--- config.mk ---
export PLATFORM = sky130hd
export DESIGN_NAME = alu2op
export DESIGN_NICKNAME = d
export VERILOG_FILES = /design/src/rtl/alu2op.sv
export SDC_FILE = /design/constraint.sdc
export NUM_CORES = 1
export LEC_CHECK = 0
export BUFFER_PORTS_ARGS = -buffer_cell sky130_fd_sc_hd__buf_4
export CAP_MARGIN = 40
export CORE_MARGIN = 4
export CORE_UTILIZATION = 55
export DETAILED_ROUTE_END_ITERATION = 12
export PLACE_DENSITY = 0.88
export SYNTH_ARGS = -nofsm -noshare
export SYNTH_HDL_FRONTEND = slang
export SYNTH_SLANG_ARGS = --single-unit
--- constraint.sdc ---
create_clock -name clk -period 0.99 [get_ports clk]
set_input_delay 0.1485 -clock clk [delete_from_list [all_inputs] [get_ports clk]]
set_output_delay 0.1485 -clock clk [all_outputs]
set_load 0.1 [all_outputs]
--- src/rtl/alu2op.sv ---
module alu2op (
  input  logic        clk,
  input  logic        rst_n,
  input  logic        in_valid,
  input  logic [3:0]  op,
  input  logic [1:0]  width,
  input  logic [19:0] src,
  input  logic [19:0] dst,
  input  logic [3:0]  flags_in,
  output logic        out_valid,
  output logic [19:0] result,
  output logic        wr_en,
  output logic [3:0]  flags_out
);

  localparam int BYTE_W = 8;
  localparam int WORD_W = 16;
  localparam int ADDR_W = 20;
  localparam int NDIG   = ADDR_W / 4;

  localparam logic [3:0] OP_MOV  = 4'd0;
  localparam logic [3:0] OP_ADD  = 4'd1;
  localparam logic [3:0] OP_ADDC = 4'd2;
  localparam logic [3:0] OP_SUB  = 4'd3;
  localparam logic [3:0] OP_SUBC = 4'd4;
  localparam logic [3:0] OP_CMP  = 4'd5;
  localparam logic [3:0] OP_DADD = 4'd6;
  localparam logic [3:0] OP_BIT  = 4'd7;
  localparam logic [3:0] OP_BIC  = 4'd8;
  localparam logic [3:0] OP_BIS  = 4'd9;
  localparam logic [3:0] OP_XOR  = 4'd10;
  localparam logic [3:0] OP_AND  = 4'd11;

  logic [ADDR_W-1:0] mask, a, b, bx, res_ar, res_bcd, res_n;
  logic [ADDR_W:0]   sum;
  int                top, ndig;
  logic              cin, sub, cy_ar, v_ar, cy_bcd, wr_n;
  logic              n_f, z_f;
  logic [3:0]        fl_n;
  logic [5:0]        dsum;
  logic              dc;

  always_comb begin
    case (width)
      2'd0:    begin mask = ADDR_W'((1 << BYTE_W) - 1); top = BYTE_W - 1; ndig = BYTE_W / 4; end
      2'd1:    begin mask = ADDR_W'((1 << WORD_W) - 1); top = WORD_W - 1; ndig = WORD_W / 4; end
      default: begin mask = {ADDR_W{1'b1}};             top = ADDR_W - 1; ndig = NDIG;       end
    endcase
  end

  assign a   = src & mask;
  assign b   = dst & mask;
  assign sub = (op == OP_SUB) || (op == OP_SUBC) || (op == OP_CMP);
  assign bx  = sub ? (~a & mask) : a;

  always_comb begin
    case (op)
      OP_ADDC, OP_SUBC: cin = flags_in[0];
      OP_SUB, OP_CMP:   cin = 1'b1;
      default:          cin = 1'b0;
    endcase
  end

  assign sum    = {1'b0, b} + {1'b0, bx} + {{ADDR_W{1'b0}}, cin};
  assign res_ar = sum[ADDR_W-1:0] & mask;
  assign cy_ar  = sum[top+1];
  assign v_ar   = (b[top] == bx[top]) && (res_ar[top] != b[top]);

  always_comb begin
    dc      = flags_in[0];
    cy_bcd  = 1'b0;
    res_bcd = '0;
    for (int i = 0; i < NDIG; i++) begin
      dsum = {2'b00, a[4*i +: 4]} + {2'b00, b[4*i +: 4]} + {5'd0, dc};
      if (dsum > 6'd9) begin
        dsum = dsum + 6'd6;
        dc   = 1'b1;
      end else begin
        dc   = 1'b0;
      end
      res_bcd[4*i +: 4] = dsum[3:0];
      if (i == ndig - 1) cy_bcd = dc;
    end
  end

  always_comb begin
    res_n = '0;
    wr_n  = 1'b1;
    case (op)
      OP_MOV:                          res_n = src & mask;
      OP_ADD, OP_ADDC, OP_SUB, OP_SUBC: res_n = res_ar;
      OP_CMP:                   begin  res_n = res_ar;  wr_n = 1'b0; end
      OP_DADD:                         res_n = res_bcd & mask;
      OP_BIT:                   begin  res_n = a & b;   wr_n = 1'b0; end
      OP_BIC:                          res_n = ~a & b;
      OP_BIS:                          res_n = a | b;
      OP_XOR:                          res_n = a ^ b;
      OP_AND:                          res_n = a & b;
      default:                  begin  res_n = '0;      wr_n = 1'b0; end
    endcase
  end

  assign n_f = res_n[top];
  assign z_f = (res_n == '0);

  always_comb begin
    case (op)
      OP_ADD, OP_ADDC, OP_SUB, OP_SUBC, OP_CMP: fl_n = {v_ar, n_f, z_f, cy_ar};
      OP_DADD:                                  fl_n = {1'b0, n_f, z_f, cy_bcd};
      OP_BIT, OP_AND:                           fl_n = {1'b0, n_f, z_f, ~z_f};
      OP_XOR:                                   fl_n = {a[top] & b[top], n_f, z_f, ~z_f};
      default:                                  fl_n = flags_in;
    endcase
  end

  always_ff @(posedge clk or negedge rst_n) begin
    if (!rst_n) begin
      out_valid <= 1'b0;
      wr_en     <= 1'b0;
      result    <= '0;
      flags_out <= '0;
    end else begin
      out_valid <= in_valid;
      wr_en     <= in_valid & wr_n;
      if (in_valid) begin
        result    <= res_n;
        flags_out <= fl_n;
      end
    end
  end

endmodule

==> metrics.yaml, run 1 <==
outcome:
  status: "aborted with a tool error"
  stop_stage: "clock tree synthesis"
  tool.error: "[ERROR DPL-0033] detailed placement checks failed during check placement."
clock_tree:
  clockRootBuffer: "clkbuf_8"
  cts-hold-fix-buffers: 1
  htree_levels: 1
  cts_buffer_depth: 2
  post_cts_buffers: 63
  cts_buffers: 3
  cts_sinks: 26
  cts_resized: 139
logic_synthesis:
  ys_ff_latch: 26
  syn-mean-instance-area_um2: 7.40
  synthesis.nets: 870
  async_flop_share_pct: 100
  ys.flop_type: "dfrtp_1"
  synth.top_cells.by_count: "nor2_1 (81), nand2_1 (71), a21oi_1 (69)"
  ys_types: 84
  netlist_instances: 743
  synth_warnings: 0
  syn_area_mm2: 0.00550
  ys_seq_area_share_pct: 11.8
  yosys.area.top_type_share_pct: 14.1
  yosysTopAreaCell: "ha_1"
  synth_most_common_cell: "nor2_1"
  synth.area.top_cells: "ha_1 (14%), dfrtp_1 (12%), a21oi_1 (6.3%)"
  synth-edff-count: 0
floorplanning:
  fp.dieH_um: 108
  initial_core_util_pct: 56.2
  pin_count: 79
  num_rows: 36
  fp.dieW_um: 108
place:
  port_buffers: 78
  hpwl_um: 20600
  dp_slack_ns: -6.88
  gp_congestion: 1.10
cells by family after synthesis:
logic type,count (synthesis),share of synthesized area [%]
AOI/OAI and AO/OA,230,28.7
buffers and inverters,88,6.78
xor gates and xnor gates,38,6.40
muxes,20,4.12
DFF,26,11.8
and+or+nand+nor,267,23.7
adders and majority gates,74,18.5
stage by stage:
step	util, %	cell area, µm²	cells
floorplan	-	5780	743
global placement	84.9	8300	1183
detailed placement	84.9	8300	1183
==> run 2, diff against run 1 <==
- CORE_UTILIZATION: 55 -> 40
- PLACE_DENSITY: 0.88 -> not set
- PLACE_DENSITY_LB_ADDON: not set -> 0.15
==> run 2 against run 1 <==
The flow now finishes, with violations (setup timing); area after synthesis is the same; synthesized cell count stayed put.
==> metrics.yaml, run 2 <==
logic_synthesis:
  synth-edff-count: 0  # unchanged
  netlist_instances: 743  # unchanged
  syn_area_mm2: 0.00550  # unchanged
  synthesis.nets: 870  # unchanged
  synth_warnings: 0  # unchanged
  ys_types: 84  # unchanged
  ys_ff_latch: 26  # unchanged
  ys_seq_area_share_pct: 11.8  # unchanged
  async_flop_share_pct: 100  # unchanged
  yosys.area.top_type_share_pct: 14.1  # unchanged
  synth.area.top_cells: "ha_1 (14%), dfrtp_1 (12%), a21oi_1 (6.3%)"  # unchanged
  ys.flop_type: "dfrtp_1"  # unchanged
  yosysTopAreaCell: "ha_1"  # unchanged
  synth_most_common_cell: "nor2_1"  # unchanged
  synth.top_cells.by_count: "nor2_1 (81), nand2_1 (71), a21oi_1 (69)"  # unchanged
  syn-mean-instance-area_um2: 7.40  # unchanged
finish:
  final_cells: 1420
  ff_latch_area_um2: 682
  area_delta_synth_final_pct: 96.8
  fill_cells: 820
  top_register: "result"
  final_core_util_pct: 81.0
  diodes: 0
  final_area_mm2: 0.0108
  multi_input_area_mm2: 0.00517
  largest_reg_flops: 20
  layout.nets: 1372
  drive_gt1_share_pct: 55.7
  final_cell_mix: "buf_4 (472), nor2_1 (74), nand2_1 (65)"
  layout_commonest_cell: "buf_4"
  reg.largest.list: "result x20, flags_out x4"
floorplanning:
  fp.dieH_um: 125  # was 108 µm
  die_area_mm2: 0.0157
  fp.dieW_um: 125  # was 108 µm
  core-area_mm2: 0.0133
  initial_core_util_pct: 41.2  # was 56.2%
  pin_count: 79  # unchanged
  num_rows: 42  # was 36
routing:
  vias: 8542
  wl_um: 32300
  dr.first_iter.drc_count: 951
  viasPerCell: 6.02
  wire_per_inst_um: 22.8
  ant_nets: 0
  firstDrtPassIters: 6
  drcViolationCount: 0
sta:
  period_needed_ns: 7.71
  slew_violations: 0
  setup_slack_ns: -6.72
  finalCritPeriodShare_pct: 779
  rsz0062_at_grt: "yes"
  setup_violations: 49
  fin_worst_skew_ns: 0
  maxSlewHeadroom_pct: 56.4
  fmax_ghz: 0.130
  tightestPinTransition_ns: 0.654
  hold_slack_ns: 0.224
  hold_violations: 0
grt:
  grt_overflow: 0
  antenna_found_initial: 0
  grt_pass1_wl_um: 46000
  track_usage_pct: 36.2
  grt_pass1_vias: 8546
  grt_max_degree: 29
clock_tree:
  htree_levels: 1  # unchanged
  cts_buffer_depth: 2  # unchanged
  clk_latency_ns: 0.26
  clockRootBuffer: "clkbuf_16"  # was clkbuf_8
  path_clk_slew_ns: 0.07
  cts_buffers: 3  # unchanged
  cts_tree: "built"
  cts_sinks: 26  # unchanged
worst_hold_path:
  holdPathEnd: "flags_out[2]"
  min_from: "flags_in[2]"
  hp-class: "in -> reg"
  worstHoldPathCells: 3
worst_setup_path:
  reg2reg_from: "result[0]"
  worstReg2RegEnd: "result[0]"
  critPathRequiredTime_ns: 1.19
  end_kind: "flop"
  critPathMaxStageDelay_ns: 0.44
  crit_fanout: 2
  reg2reg_depth: 2
  worst-path-buf-inv: 38
  path_delay_family: "buffers and inverters"
  cp.arrival_ns: 7.91
  path_class: "in -> reg"
  ff2ff_setup_slack_ns: 0.05
  cp-start-kind: "primary input"
  path_common_cell: "buf_4"
  cp_slowest_cell: "fa_2"
outcome:
  status: "finished, violations left"  # was aborted with a tool error
  violations: "setup timing"
place:
  place_area_mm2: 0.00862  # was 0.00830 mm²
  hpwl_um: 20100  # was 20,600 µm
  dp.cells: 1256  # was 1,183
  port_buffers: 78  # unchanged
  gp_congestion: 1.01  # was 1.10
job:
  cap_violations: 0
pwr:
  vdd_ir_drop_max_mv: 0.894
  p_leak_nw: 5.29
  power_mw: 14.6
  p_per_area_mw_per_mm2: 1350
[run 2: cell counts after synthesis]
Identical to the previous run, type by type.
[run 2: layer usage]
layer  GRT usage, %  vias up  wire, µm
met5              0        -         0
met4           18.4        0      2270
met3           6.82      212      3210
met2           62.0      632     15200
met1           43.4     3991     11700
li1               -     3707         -
[run 2: power breakdown]
part	switching, mW	total [mW]	internal, mW	leakage, nW
clock network	0.374	0.993	0.619	0.0442
logic	6.12	12.1	6.02	4.96
registers	0.212	1.49	1.28	0.287
total	6.71	14.6	7.91	5.29
[run 2: cell type report]
cell class | count | share of cell area, %
inverters | 57 | 1.98
multi-input cells | 629 | 47.8
flip-flops and latches | 26 | 6.30
repair buffers | 528 | 41.1
well taps | 176 | 2.04
clock buffers | 4 | 0.821
[run 2: cells by family (layout without fill, tap and decap cells)]
logic type / count (synthesis) / in the layout / synth area share [%]
AO/OA/AOI/OAI: 230 / 230 / 28.7
multiplexers: 20 / 20 / 4.12
AND/OR/NAND/NOR: 267 / 267 / 23.7
adder cells (fa/ha/maj): 74 / 74 / 18.5
flip-flops: 26 / 26 / 11.8
XOR/XNOR: 38 / 38 / 6.40
buffers and inverters: 88 / 589 / 6.78
[run 2: worst max-delay path by stage]
stage,cells after the start,startpoint,slack (ns),to
2_1_floorplan,35,flags_in[0],-6.09,flags_out[1]
3_3_place_gp,36,flags_in[0],-6.59,flags_out[1]
3_5_place_dp,36,flags_in[0],-6.76,flags_out[0]
4_1_cts,36,src[0],-6.28,flags_out[0]
5_1_grt,53,src[0],-6.83,flags_out[0]
6_report,53,flags_in[0],-6.72,flags_out[0]
[run 2: per-stage QoR]
stage / setup TNS [ns] / setup slack, ns
6_report: -103.35 / -6.72
5_1_grt: -106.02 / -6.83
4_1_cts: -97.29 / -6.28
3_5_place_dp: -99.88 / -6.76
3_3_place_gp: -97.80 / -6.59
2_1_floorplan: -88.17 / -6.09
[run 2: worst register-to-register path: stages (launching register included)]
cell and delay [ns]:
dfrtp_2 0.43, buf_4 0.14, mux2_4 0.26
[run 2: repair_timing]
action / in CTS / in global routing
hold buffers: 1 / 0
setup buffers: 152 / 19
cloned: 0 / 0
resized for setup: 119 / 72
endpoints found under the setup margin: 50 / 50
endpoints found under the hold margin: 26 / 0
pin swaps: 68 / 39
Power figures use the tool's default switching activity.
